--- src/rtl/txb_pkg.sv ---
package txb_pkg;
  localparam logic [15:0] A_STATUS = 16'h0138;
  localparam logic [15:0] A_CMD    = 16'h0140;
  localparam logic [15:0] A_LEN    = 16'h0142;
  localparam logic [15:0] A_TXCFG  = 16'h0110;
  localparam logic [15:0] A_BUFCFG = 16'h0112;
  localparam logic [15:0] A_TXEVT  = 16'h0120;
  localparam logic [15:0] A_BUFEVT = 16'h0122;

  localparam int B_BIDERR = 7;
  localparam int B_READY  = 8;

  typedef enum logic [1:0] {
    BID_IDLE  = 2'd0,
    BID_ARMED = 2'd1,
    BID_PEND  = 2'd2
  } bid_state_e;
endpackage

--- src/rtl/txb_regif.sv ---
module txb_regif
  import txb_pkg::*;
#(
  parameter int DW = 16
) (
  input  logic          clk,
  input  logic          rst_n,
  input  logic          bus_sel,
  input  logic          bus_wr,
  input  logic          bus_rd,
  input  logic [DW-1:0] bus_wdata,
  output logic [DW-1:0] bus_rdata,
  input  logic          st_ready,
  input  logic          st_biderr,
  input  logic          rdy_flag,
  input  logic          txok_flag,
  output logic          cmd_wr,
  output logic          len_wr,
  output logic          rd_status,
  output logic          rd_bufevt,
  output logic          rd_txevt,
  output logic          rdy_ie,
  output logic          txok_ie
);
  logic [DW-1:0] ptr_q, ptr_d;
  logic          rdy_ie_d, txok_ie_d;
  logic          dwr, drd;

  assign dwr       = bus_wr & bus_sel;
  assign drd       = bus_rd & bus_sel;
  assign cmd_wr    = dwr && (ptr_q == A_CMD);
  assign len_wr    = dwr && (ptr_q == A_LEN);
  assign rd_status = drd && (ptr_q == A_STATUS);
  assign rd_bufevt = drd && (ptr_q == A_BUFEVT);
  assign rd_txevt  = drd && (ptr_q == A_TXEVT);

  always_comb begin
    ptr_d     = ptr_q;
    rdy_ie_d  = rdy_ie;
    txok_ie_d = txok_ie;
    if (bus_wr && !bus_sel) ptr_d = bus_wdata;
    if (dwr && ptr_q == A_BUFCFG) rdy_ie_d = bus_wdata[B_READY];
    if (dwr && ptr_q == A_TXCFG) txok_ie_d = bus_wdata[B_READY];
  end

  always_ff @(posedge clk or negedge rst_n) begin
    if (!rst_n) begin
      ptr_q   <= '0;
      rdy_ie  <= 1'b0;
      txok_ie <= 1'b0;
    end else begin
      ptr_q   <= ptr_d;
      rdy_ie  <= rdy_ie_d;
      txok_ie <= txok_ie_d;
    end
  end

  always_comb begin
    bus_rdata = '0;
    if (!bus_sel) begin
      bus_rdata = ptr_q;
    end else begin
      case (ptr_q)
        A_STATUS: begin
          bus_rdata[B_READY]  = st_ready;
          bus_rdata[B_BIDERR] = st_biderr;
        end
        A_BUFCFG: bus_rdata[B_READY] = rdy_ie;
        A_TXCFG:  bus_rdata[B_READY] = txok_ie;
        A_BUFEVT: bus_rdata[B_READY] = rdy_flag;
        A_TXEVT:  bus_rdata[B_READY] = txok_flag;
        default:  bus_rdata = '0;
      endcase
    end
  end
endmodule

--- src/rtl/txb_bid_fsm.sv ---
module txb_bid_fsm
  import txb_pkg::*;
#(
  parameter int DW        = 16,
  parameter int PGW       = 5,
  parameter int PAGE_LOG2 = 8,
  parameter int MAX_LEN   = 1514
) (
  input  logic           clk,
  input  logic           rst_n,
  input  logic           cmd_wr,
  input  logic           len_wr,
  input  logic [DW-1:0]  wdata,
  input  logic [PGW-1:0] free_pages,
  input  logic           rdy_ie,
  input  logic           rd_status,
  input  logic           rd_bufevt,
  input  logic           rdy_flag,
  output logic           ready_now,
  output logic           bid_err,
  output logic           pending,
  output logic           armed,
  output logic           commit,
  output logic [PGW-1:0] need_pages,
  output logic           space_ev
);
  localparam int PAGE_BYTES = 1 << PAGE_LOG2;

  bid_state_e     state_q, state_d;
  logic [PGW-1:0] need_q, need_d, need_calc;
  logic           err_d, wait_q, wait_d, len_bad, fits;

  assign len_bad    = (wdata == '0) || (32'(wdata) > MAX_LEN);
  assign need_calc  = PGW'((32'(wdata) + PAGE_BYTES - 1) >> PAGE_LOG2);
  assign pending    = (state_q == BID_PEND);
  assign armed      = (state_q == BID_ARMED);
  assign fits       = (free_pages >= need_q);
  assign ready_now  = pending && fits;
  assign commit     = pending && ((rd_status && ready_now) || (rd_bufevt && rdy_flag));
  assign space_ev   = pending && wait_q && fits;
  assign need_pages = need_q;

  always_comb begin
    state_d = state_q;
    need_d  = need_q;
    err_d   = bid_err;
    wait_d  = wait_q && !space_ev;
    if (cmd_wr) begin
      state_d = BID_ARMED;
      wait_d  = 1'b0;
    end else if (len_wr && armed) begin
      if (len_bad) begin
        state_d = BID_IDLE;
        err_d   = 1'b1;
      end else begin
        state_d = BID_PEND;
        need_d  = need_calc;
        err_d   = 1'b0;
        wait_d  = rdy_ie && (free_pages < need_calc);
      end
    end else if (commit) begin
      state_d = BID_IDLE;
      wait_d  = 1'b0;
    end
  end

  always_ff @(posedge clk or negedge rst_n) begin
    if (!rst_n) begin
      state_q <= BID_IDLE;
      need_q  <= '0;
      bid_err <= 1'b0;
      wait_q  <= 1'b0;
    end else begin
      state_q <= state_d;
      need_q  <= need_d;
      bid_err <= err_d;
      wait_q  <= wait_d;
    end
  end
endmodule

--- src/rtl/txb_space.sv ---
module txb_space #(
  parameter int BUF_PAGES = 16,
  parameter int PGW       = 5
) (
  input  logic           clk,
  input  logic           rst_n,
  input  logic           take,
  input  logic [PGW-1:0] take_pages,
  input  logic           give,
  input  logic [PGW-1:0] give_pages,
  output logic [PGW-1:0] free_pages
);
  logic [PGW-1:0] free_d;

  always_comb begin
    free_d = free_pages;
    if (give) free_d = free_d + give_pages;
    if (take) free_d = free_d - take_pages;
  end

  always_ff @(posedge clk or negedge rst_n) begin
    if (!rst_n) free_pages <= PGW'(BUF_PAGES);
    else        free_pages <= free_d;
  end
endmodule

--- src/rtl/txb_events.sv ---
module txb_events (
  input  logic clk,
  input  logic rst_n,
  input  logic space_ev,
  input  logic tx_done,
  input  logic rd_bufevt,
  input  logic rd_txevt,
  input  logic rdy_ie,
  input  logic txok_ie,
  output logic rdy_flag,
  output logic txok_flag,
  output logic irq
);
  logic rdy_d, txok_d;

  always_comb begin
    rdy_d  = space_ev || (rdy_flag && !rd_bufevt);
    txok_d = tx_done || (txok_flag && !rd_txevt);
  end

  always_ff @(posedge clk or negedge rst_n) begin
    if (!rst_n) begin
      rdy_flag  <= 1'b0;
      txok_flag <= 1'b0;
    end else begin
      rdy_flag  <= rdy_d;
      txok_flag <= txok_d;
    end
  end

  assign irq = (rdy_flag && rdy_ie) || (txok_flag && txok_ie);
endmodule

--- src/rtl/txb_arbiter.sv ---
module txb_arbiter #(
  parameter int DW        = 16,
  parameter int BUF_PAGES = 16,
  parameter int PAGE_LOG2 = 8,
  parameter int MAX_LEN   = 1514,
  localparam int PGW      = $clog2(BUF_PAGES + 1)
) (
  input  logic           clk,
  input  logic           rst_n,
  input  logic           bus_sel,
  input  logic           bus_wr,
  input  logic           bus_rd,
  input  logic [DW-1:0]  bus_wdata,
  output logic [DW-1:0]  bus_rdata,
  input  logic           tx_done,
  input  logic [PGW-1:0] tx_done_pages,
  output logic           commit_pulse,
  output logic [PGW-1:0] commit_pages,
  output logic           irq
);
  logic           cmd_wr, len_wr, rd_status, rd_bufevt, rd_txevt;
  logic           rdy_ie, txok_ie, rdy_flag, txok_flag;
  logic           ready_now, bid_err, pending, armed, space_ev;
  logic [PGW-1:0] free_pages;

  txb_regif #(.DW(DW)) u_regif (
    .clk(clk), .rst_n(rst_n), .bus_sel(bus_sel), .bus_wr(bus_wr),
    .bus_rd(bus_rd), .bus_wdata(bus_wdata), .bus_rdata(bus_rdata),
    .st_ready(ready_now), .st_biderr(bid_err), .rdy_flag(rdy_flag),
    .txok_flag(txok_flag), .cmd_wr(cmd_wr), .len_wr(len_wr),
    .rd_status(rd_status), .rd_bufevt(rd_bufevt), .rd_txevt(rd_txevt),
    .rdy_ie(rdy_ie), .txok_ie(txok_ie)
  );

  txb_bid_fsm #(.DW(DW), .PGW(PGW), .PAGE_LOG2(PAGE_LOG2), .MAX_LEN(MAX_LEN)) u_fsm (
    .clk(clk), .rst_n(rst_n), .cmd_wr(cmd_wr), .len_wr(len_wr),
    .wdata(bus_wdata), .free_pages(free_pages), .rdy_ie(rdy_ie),
    .rd_status(rd_status), .rd_bufevt(rd_bufevt), .rdy_flag(rdy_flag),
    .ready_now(ready_now), .bid_err(bid_err), .pending(pending),
    .armed(armed), .commit(commit_pulse), .need_pages(commit_pages),
    .space_ev(space_ev)
  );

  txb_space #(.BUF_PAGES(BUF_PAGES), .PGW(PGW)) u_space (
    .clk(clk), .rst_n(rst_n), .take(commit_pulse), .take_pages(commit_pages),
    .give(tx_done), .give_pages(tx_done_pages), .free_pages(free_pages)
  );

  txb_events u_events (
    .clk(clk), .rst_n(rst_n), .space_ev(space_ev), .tx_done(tx_done),
    .rd_bufevt(rd_bufevt), .rd_txevt(rd_txevt), .rdy_ie(rdy_ie),
    .txok_ie(txok_ie), .rdy_flag(rdy_flag), .txok_flag(txok_flag), .irq(irq)
  );
endmodule

--- config.mk ---
export PLATFORM = sky130hd
export DESIGN_NAME = txb_arbiter
export DESIGN_NICKNAME = d
export VERILOG_FILES = /design/src/rtl/txb_pkg.sv /design/src/rtl/txb_regif.sv /design/src/rtl/txb_bid_fsm.sv /design/src/rtl/txb_space.sv /design/src/rtl/txb_events.sv /design/src/rtl/txb_arbiter.sv
export SDC_FILE = /design/constraint.sdc
export NUM_CORES = 1
export LEC_CHECK = 0
export CAP_MARGIN = 10
export CORE_MARGIN = 5
export CORE_UTILIZATION = 41
export CTS_CLUSTER_SIZE = 24
export DETAILED_ROUTE_END_ITERATION = 6
export PLACE_DENSITY = 0.66
export SLEW_MARGIN = 20
export SYNTH_ARGS = -nofsm -noshare
export SYNTH_HDL_FRONTEND = slang
export SYNTH_SLANG_ARGS = --single-unit
--- constraint.sdc ---
create_clock -name clk -period 3.4 [get_ports clk]
set_clock_uncertainty 0.15 [all_clocks]
set_input_delay 0.34 -clock clk [delete_from_list [all_inputs] [get_ports clk]]
set_output_delay 0.34 -clock clk [all_outputs]
set_load 0.005 [all_outputs]
=== Word-level counts from Yosys, hierarchy flattened ===
Index checks and enable logic that the tools add are counted.

* Flip-flop bits (word level): 34
* Latch bits: 0
* Memory bits (writable): 0
* ROM bits: 0
* Input port bits: 27
* Output and inout bits: 23
* Word-level logic and storage cells: 78
* Memories kept: 0

* $add $sub $neg: 4
* Multipliers: 0
* Div/mod/pow operators: 0
* $lt $le $gt $ge: 3
* Equality and inequality tests: 9
* Shift operators: 0
* Muxes and demuxes: 14
* Bitwise operators: 4
* Reductions and logical operators: 34

{| class="wikitable"
|+ Operators by type and width
! kind !! number
|-
| $eq A16 B9 Y1 const B || 7
|-
| $logic_and A1 B1 Y1 || 21
|-
| $gt A16 B11 Y1 const B || 1
|-
| $logic_not A16 Y1 || 1
|-
| $mux W16 || 1
|-
| $add A13 B9 Y13 const B || 1
|-
| $sub A13 B1 Y13 const B || 1
|-
| $mux W5 || 2
|-
| $mux W2 || 4
|-
| $mux W1 || 6
|-
| $add A5 B5 Y5 || 1
|-
| $ge A5 B5 Y1 || 1
|-
| $logic_or A1 B1 Y1 || 5
|-
| $lt A5 B5 Y1 || 1
|-
| $pmux W1 S5 || 1
|-
| $sub A5 B5 Y5 || 1
|-
| $logic_not A1 Y1 || 4
|-
| $reduce_and A3 Y1 || 1
|-
| $reduce_bool A3 Y1 || 1
|-
| $and A1 B1 Y1 || 2
|-
| $eq A2 B1 Y1 const B || 1
|-
| $eq A2 B2 Y1 const B || 1
|-
| $not A1 Y1 || 2
|-
| $reduce_and A2 Y1 || 1
|}

=== Longest topological paths before layout ===
* Word-level depth: 8
* Mapped depth: 10
* Gate-level depth less buffers: 10

=== Cells and area by module ===
A second synthesis with hierarchy kept.

* Cells, all modules: 234
* Area, all modules: 2433.6 µm²

{| class="wikitable"
|+ By module, submodules not included
! module !! times used !! cells an instance !! area each (µm²) !! sequential area each (µm²)
|-
| txb_regif || 1 || 93 || 1027.2 || 450.4
|-
| txb_bid_fsm || 1 || 81 || 787.0 || 225.2
|-
| txb_space || 1 || 53 || 538.0 || 126.4
|-
| txb_events || 1 || 7 || 81.3 || 50.0
|}

=== Worst setup path before layout ===
OpenSTA, ideal clock, no wires.

* Kind: register -> register
* From: reg u_space.free_pages[0]
* To: reg u_space.free_pages[4]
* Data arrival time: 2.654 ns
* Slack: 0.501 ns
* Cell stages (with the launch flop): 10
* Period minus slack after synthesis: 2.899 ns
* Cells stage by stage: dfrtp_1 > ha_1 > fa_1 > mux2_2 > fa_1 > a21o_1 > a21oi_1 > xnor2_1 > a2111oi_0 > a22oi_1

* Cells in the longest elaborated chain, start to end: 6
* Elaborated cells on any way between the ends: 9
* Those cells by class: add/sub (2); order compare (1); mux (2); reduce/logical (4)

{| class="wikitable"
|+ Ends and longest elaborated chain
! what !! RTL line !! source
|-
| from (decl) || txb_space.sv:11 || <nowiki>output logic [PGW-1:0] free_pages</nowiki>
|-
| from (signal assigned) || txb_space.sv:22 || <nowiki>if (!rst_n) free_pages <= PGW'(BUF_PAGES);</nowiki>
|-
| from (signal assigned) || txb_space.sv:23 || <nowiki>else free_pages <= free_d;</nowiki>
|-
| branches (longest 5 deep; another with $add A5 B5 Y5) || -- ||
|-
| $mux W5 * || txb_space.sv:18 || <nowiki>if (take) free_d = free_d - take_pages;</nowiki>
|-
| net u_space.free_d[4] || txb_space.sv:13 || <nowiki>logic [PGW-1:0] free_d;</nowiki>
|}

Mark *: on every way through the listed nets, which the timed path passes.
A chain may end at the register's enable or synchronous reset.

=== Worst setup path after layout ===
* From: reg u_regif.ptr_q[15]
* To: out commit_pulse

* Cells in the longest elaborated chain, start to end: 5
* Elaborated cells on any way between the ends: 8
* Those cells by class: eq/ne (2); reduce/logical (6)

{| class="wikitable"
|+ Ends and longest elaborated chain
! what !! RTL line !! source
|-
| from (decl) || txb_regif.sv:25 || <nowiki>logic [DW-1:0] ptr_q, ptr_d;</nowiki>
|-
| from (signal assigned) || txb_regif.sv:52 || <nowiki>ptr_q <= ptr_d;</nowiki>
|-
| $eq A16 B9 Y1, on equally long branches || txb_regif.sv:33, txb_regif.sv:34 ||
|-
| $logic_and A1 B1 Y1, on equally long branches || txb_regif.sv:33, txb_regif.sv:34 ||
|-
| $logic_and A1 B1 Y1 || txb_bid_fsm.sv:39 || <nowiki>assign commit = pending && ((rd_status && ready_now) || (rd_bufevt && rdy_flag));</nowiki>
|-
| $logic_or A1 B1 Y1 * || txb_bid_fsm.sv:39 ||
|-
| $logic_and A1 B1 Y1 * || txb_bid_fsm.sv:39 ||
|-
| to (decl) || txb_arbiter.sv:17 || <nowiki>output logic commit_pulse,</nowiki>
|}

Every way passes the cells marked *; elsewhere a longest branch is shown, timed or not.

==> flow_metrics.py <==
metrics = {
    "run_status": {
        "run_status": "finished clean",
    },
    "routing": {
        "via_per_inst": 5.38,
        "ant_nets": 0,
        "highest_layer": "met4",
        "wl_met2_mm": 2.76,
        "drc_errors": 0,
        "wl_met3_um": 234,
        "wirelength_mm": 5.78,
        "vias": 1987,
        "met1_length_mm": 2.73,
        "drtIter0Drc": 130,
        "wire_per_inst_um": 15.7,
        "first_pass_iters": 4,
    },
    "grt": {
        "grt_pass1_vias": 1955,
        "grt_pass1_wl_mm": 9.60,
        "grt_antenna_before_repair": 0,
        "grt-ovfl-total": 0,
        "gr-usage-all-layers_pct": 16.0,
        "grt_start_max_net_pins": 35,
    },
    "power_and_ir_drop": {
        "power_leakage_uw": 0.00134,
        "p_per_area_nw_per_um2": 466,
        "peakVddDrop_v": 0.000278,
    },
    "place": {
        "place_congestion": 0.815,
        "detailed_place_hpwl_mm": 4.58,
        "dp_slack_ps": -6.94,
        "io_buffers": 49,
    },
    "critical_path": {
        "critPathMaxFanout": 3,
        "start_kind": "flip-flop",
        "critPathRequiredTime_ps": 2910,
        "arrival_ps": 2750,
        "end_kind": "primary output",
        "critPathKind": "flip-flop to primary output",
    },
    "floorplanning": {
        "std_cell_rows": 28,
        "core_sq_um": 5850,
        "start_util_pct": 41.6,
        "die_area_sq_um": 7570,
        "die_width_um": 87.0,
        "die_y_um": 87.0,
        "ioPinCount": 50,
    },
    "timing": {
        "tightest_slew_ps": 539,
        "hold_viol": 0,
        "fmax_mhz": 309,
        "rsz0062_at_grt": "no",
        "hold_slack_ps": 329,
        "fin_crit_sh_pct": 95.2,
        "drv_slew": 0,
        "finalWorstSetupSlack_ps": 162,
        "finalWorstPathRequiredPeriod_ps": 3240,
        "setup-violations-final": 0,
        "maxSlewHeadroom_pct": 63.5,
    },
    "logic_synthesis": {
        "synthCells": 235,
        "yosysSeqAreaShare_pct": 35.0,
        "ys_ff_latch": 34,
        "netlist_area_sq_um": 2430,
        "synthesis.nets": 281,
        "synth-main-ff-cell": "dfrtp_1",
        "synth_edf_count": 0,
        "synth_warnings": 0,
        "synthDistinctLibCells": 50,
        "syn_avg_cell_area_sq_um": 10.3,
        "async_flop_share_pct": 100,
    },
    "final_layout": {
        "nNetsFinal": 339,
        "syn_to_final_growth_pct": 30.3,
        "n_fill_cell": 547,
        "num_antenna_cells": 0,
        "drive_gt1_share_pct": 16.7,
    },
    "clock_network": {
        "path_clk_slew_ps": 60,
        "insertion_delay_ps": 280,
        "root_buffer": "clkbuf_8",
        "cts_buffers": 5,
        "clockBufferDepth": 2,
        "cts_tree": "done",
        "clock-sinks": 34,
        "htree_levels": 2,
        "post_cts_buffers": 0,
    },
    "run": {
        "cap_violations": 0,
    },
    "min_path": {
        "hold_class": "input pin to asynchronous set/reset pin",
    },
}
[worst paths after layout]
check                                           startpoint                         endpoint  slack (ps)  cells past startpoint
hold / removal                                       rst_n     u_regif.ptr_q[1]$_DFFE_PN0P_         330                      2
setup reg to reg           u_space.free_pages[0]$_DFF_PN0_  u_space.free_pages[4]$_DFF_PN1_         330                      9
max in group asynchronous                            rst_n  u_space.free_pages[4]$_DFF_PN1_        2430                      2
hold reg to reg                     u_fsm.wait_q$_DFF_PN0_      u_events.rdy_flag$_DFF_PN0_         360                      1
min in group clk                    u_fsm.wait_q$_DFF_PN0_      u_events.rdy_flag$_DFF_PN0_         360                      1
setup / recovery             u_regif.ptr_q[15]$_DFFE_PN0P_                     commit_pulse         160                      7
[final cells by class]
type	count	area [sq um]	share of cell area, %
flip-flops and latches	34	852	26.9
inverters	7	26.3	0.829
repair buffers	60	576	18.2
clock buffers	8	90.1	2.84
multi-input cells	185	1530	48.3
well taps	75	93.8	2.96
[layer usage]
layer | up-vias | track usage [%]
met5 | - | 0
met4 | 0 | 4.11
met3 | 5 | 2.93
met2 | 37 | 24.8
met1 | 948 | 22.8
li1 | 997 | -
[stage by stage]
| step | utilization, % | setup TNS [ps] | cells | cell area [sq um] | total power (uW) |
|---|---|---|---|---|---|
| final | 54.1 | 0 | 369 | 3170 | 1480 |
| after global routing | 54.1 | 0 | 369 | 3170 | 1600 |
| after CTS | 53.8 | 0 | 369 | 3150 | 1490 |
| after detailed placement | 52.2 | -6.94 | 361 | 3060 | 1180 |
| after global placement | 52.2 | 0 | 361 | 3060 | 1150 |
| after floorplan | - | 0 | 235 | 2430 | 956 |
[layout by cell type (no fill, tap or decap), types with 4 or more instances in the layout]
cell and count:
clkdlybuf4s50_1 48, dfrtp_1 33, nor2b_1 21, mux2_2 20, ha_1 17, buf_4 11
a21oi_1 10, a21o_1 9, nor2_1 8, inv_1 7, nand2_1 7, o21ai_0 7
nor4_1 6, nand4_1 6, clkbuf_8 6, nand3_1 5, xnor2_1 5, nand3b_1 5
xor2_1 4, nand2b_1 4, mux2i_1 4, and4b_1 4
[power by group]
group | switching [uW] | internal, uW
clock network | 137 | 165
registers | 82.6 | 469
logic | 265 | 357
[cell usage after synthesis, types with 2 or more instances]
library cell	count	area, sq um
dfrtp_1	33	826
nor2b_1	21	131
mux2_2	20	225
ha_1	17	213
a21oi_1	10	50.1
a21o_1	9	67.6
nor2_1	8	30.0
inv_1	7	26.3
nand2_1	7	26.3
nor4_1	7	43.8
o21ai_0	7	35.0
clkbuf_1	6	22.5
nand4_1	6	37.5
nand3_1	5	25.0
nand3b_1	5	37.5
xnor2_1	5	43.8
and4b_1	4	40.0
mux2i_1	4	40.0
nand2b_1	4	25.0
xor2_1	4	35.0
a22oi_1	3	22.5
mux2_4	3	45.0
nand4b_1	3	26.3
nor3_1	3	15.0
nor4b_1	3	26.3
o211ai_1	3	22.5
a22o_1	2	17.5
fa_1	2	40.0
nor3b_1	2	15.0
or4b_1	2	20.0
[cell families (layout without fill, tap and decap cells)]
| group | Yosys count | in the layout | share of synthesized area, % |
|---|---|---|---|
| fa+ha+maj | 19 | 19 | 10.4 |
| buf+inv | 16 | 75 | 2.83 |
| flops | 34 | 34 | 35.0 |
| xor+xnor | 9 | 9 | 3.24 |
| compound gates | 41 | 41 | 11.7 |
| simple gates | 89 | 89 | 24.0 |
| mux | 27 | 27 | 12.8 |
[critical path, stage by stage, from the launching register on]
cell and delay (ps):
dfrtp_1 400, or4_4 560, or3_4 410, nor4_4 250, buf_4 160, nand4_1 90
nand2_1 100, clkdlybuf4s50_1 510
[state kept, by name (all words and copies together), names as in the netlist]
| register | cells |
|---|---|
| u_events.rdy_flag | 1 |
| u_regif.txok_ie | 1 |
| u_fsm.need_pages | 5 |
| u_fsm.wait_q | 1 |
| u_events.txok_flag | 1 |
| u_regif.rdy_ie | 1 |
| u_space.free_pages | 5 |
| u_fsm.bid_err | 1 |
| u_regif.ptr_q | 16 |
| u_fsm.state_q | 2 |
[what timing repair did]
| action | 4_1_cts | 5_1_grt |
|---|---|---|
| resized for setup | 0 | 4 |
| setup endpoints to repair | 0 | 3 |
| hold buffers | 0 | 0 |
Note: power is estimated with default switching activity, not from simulation.
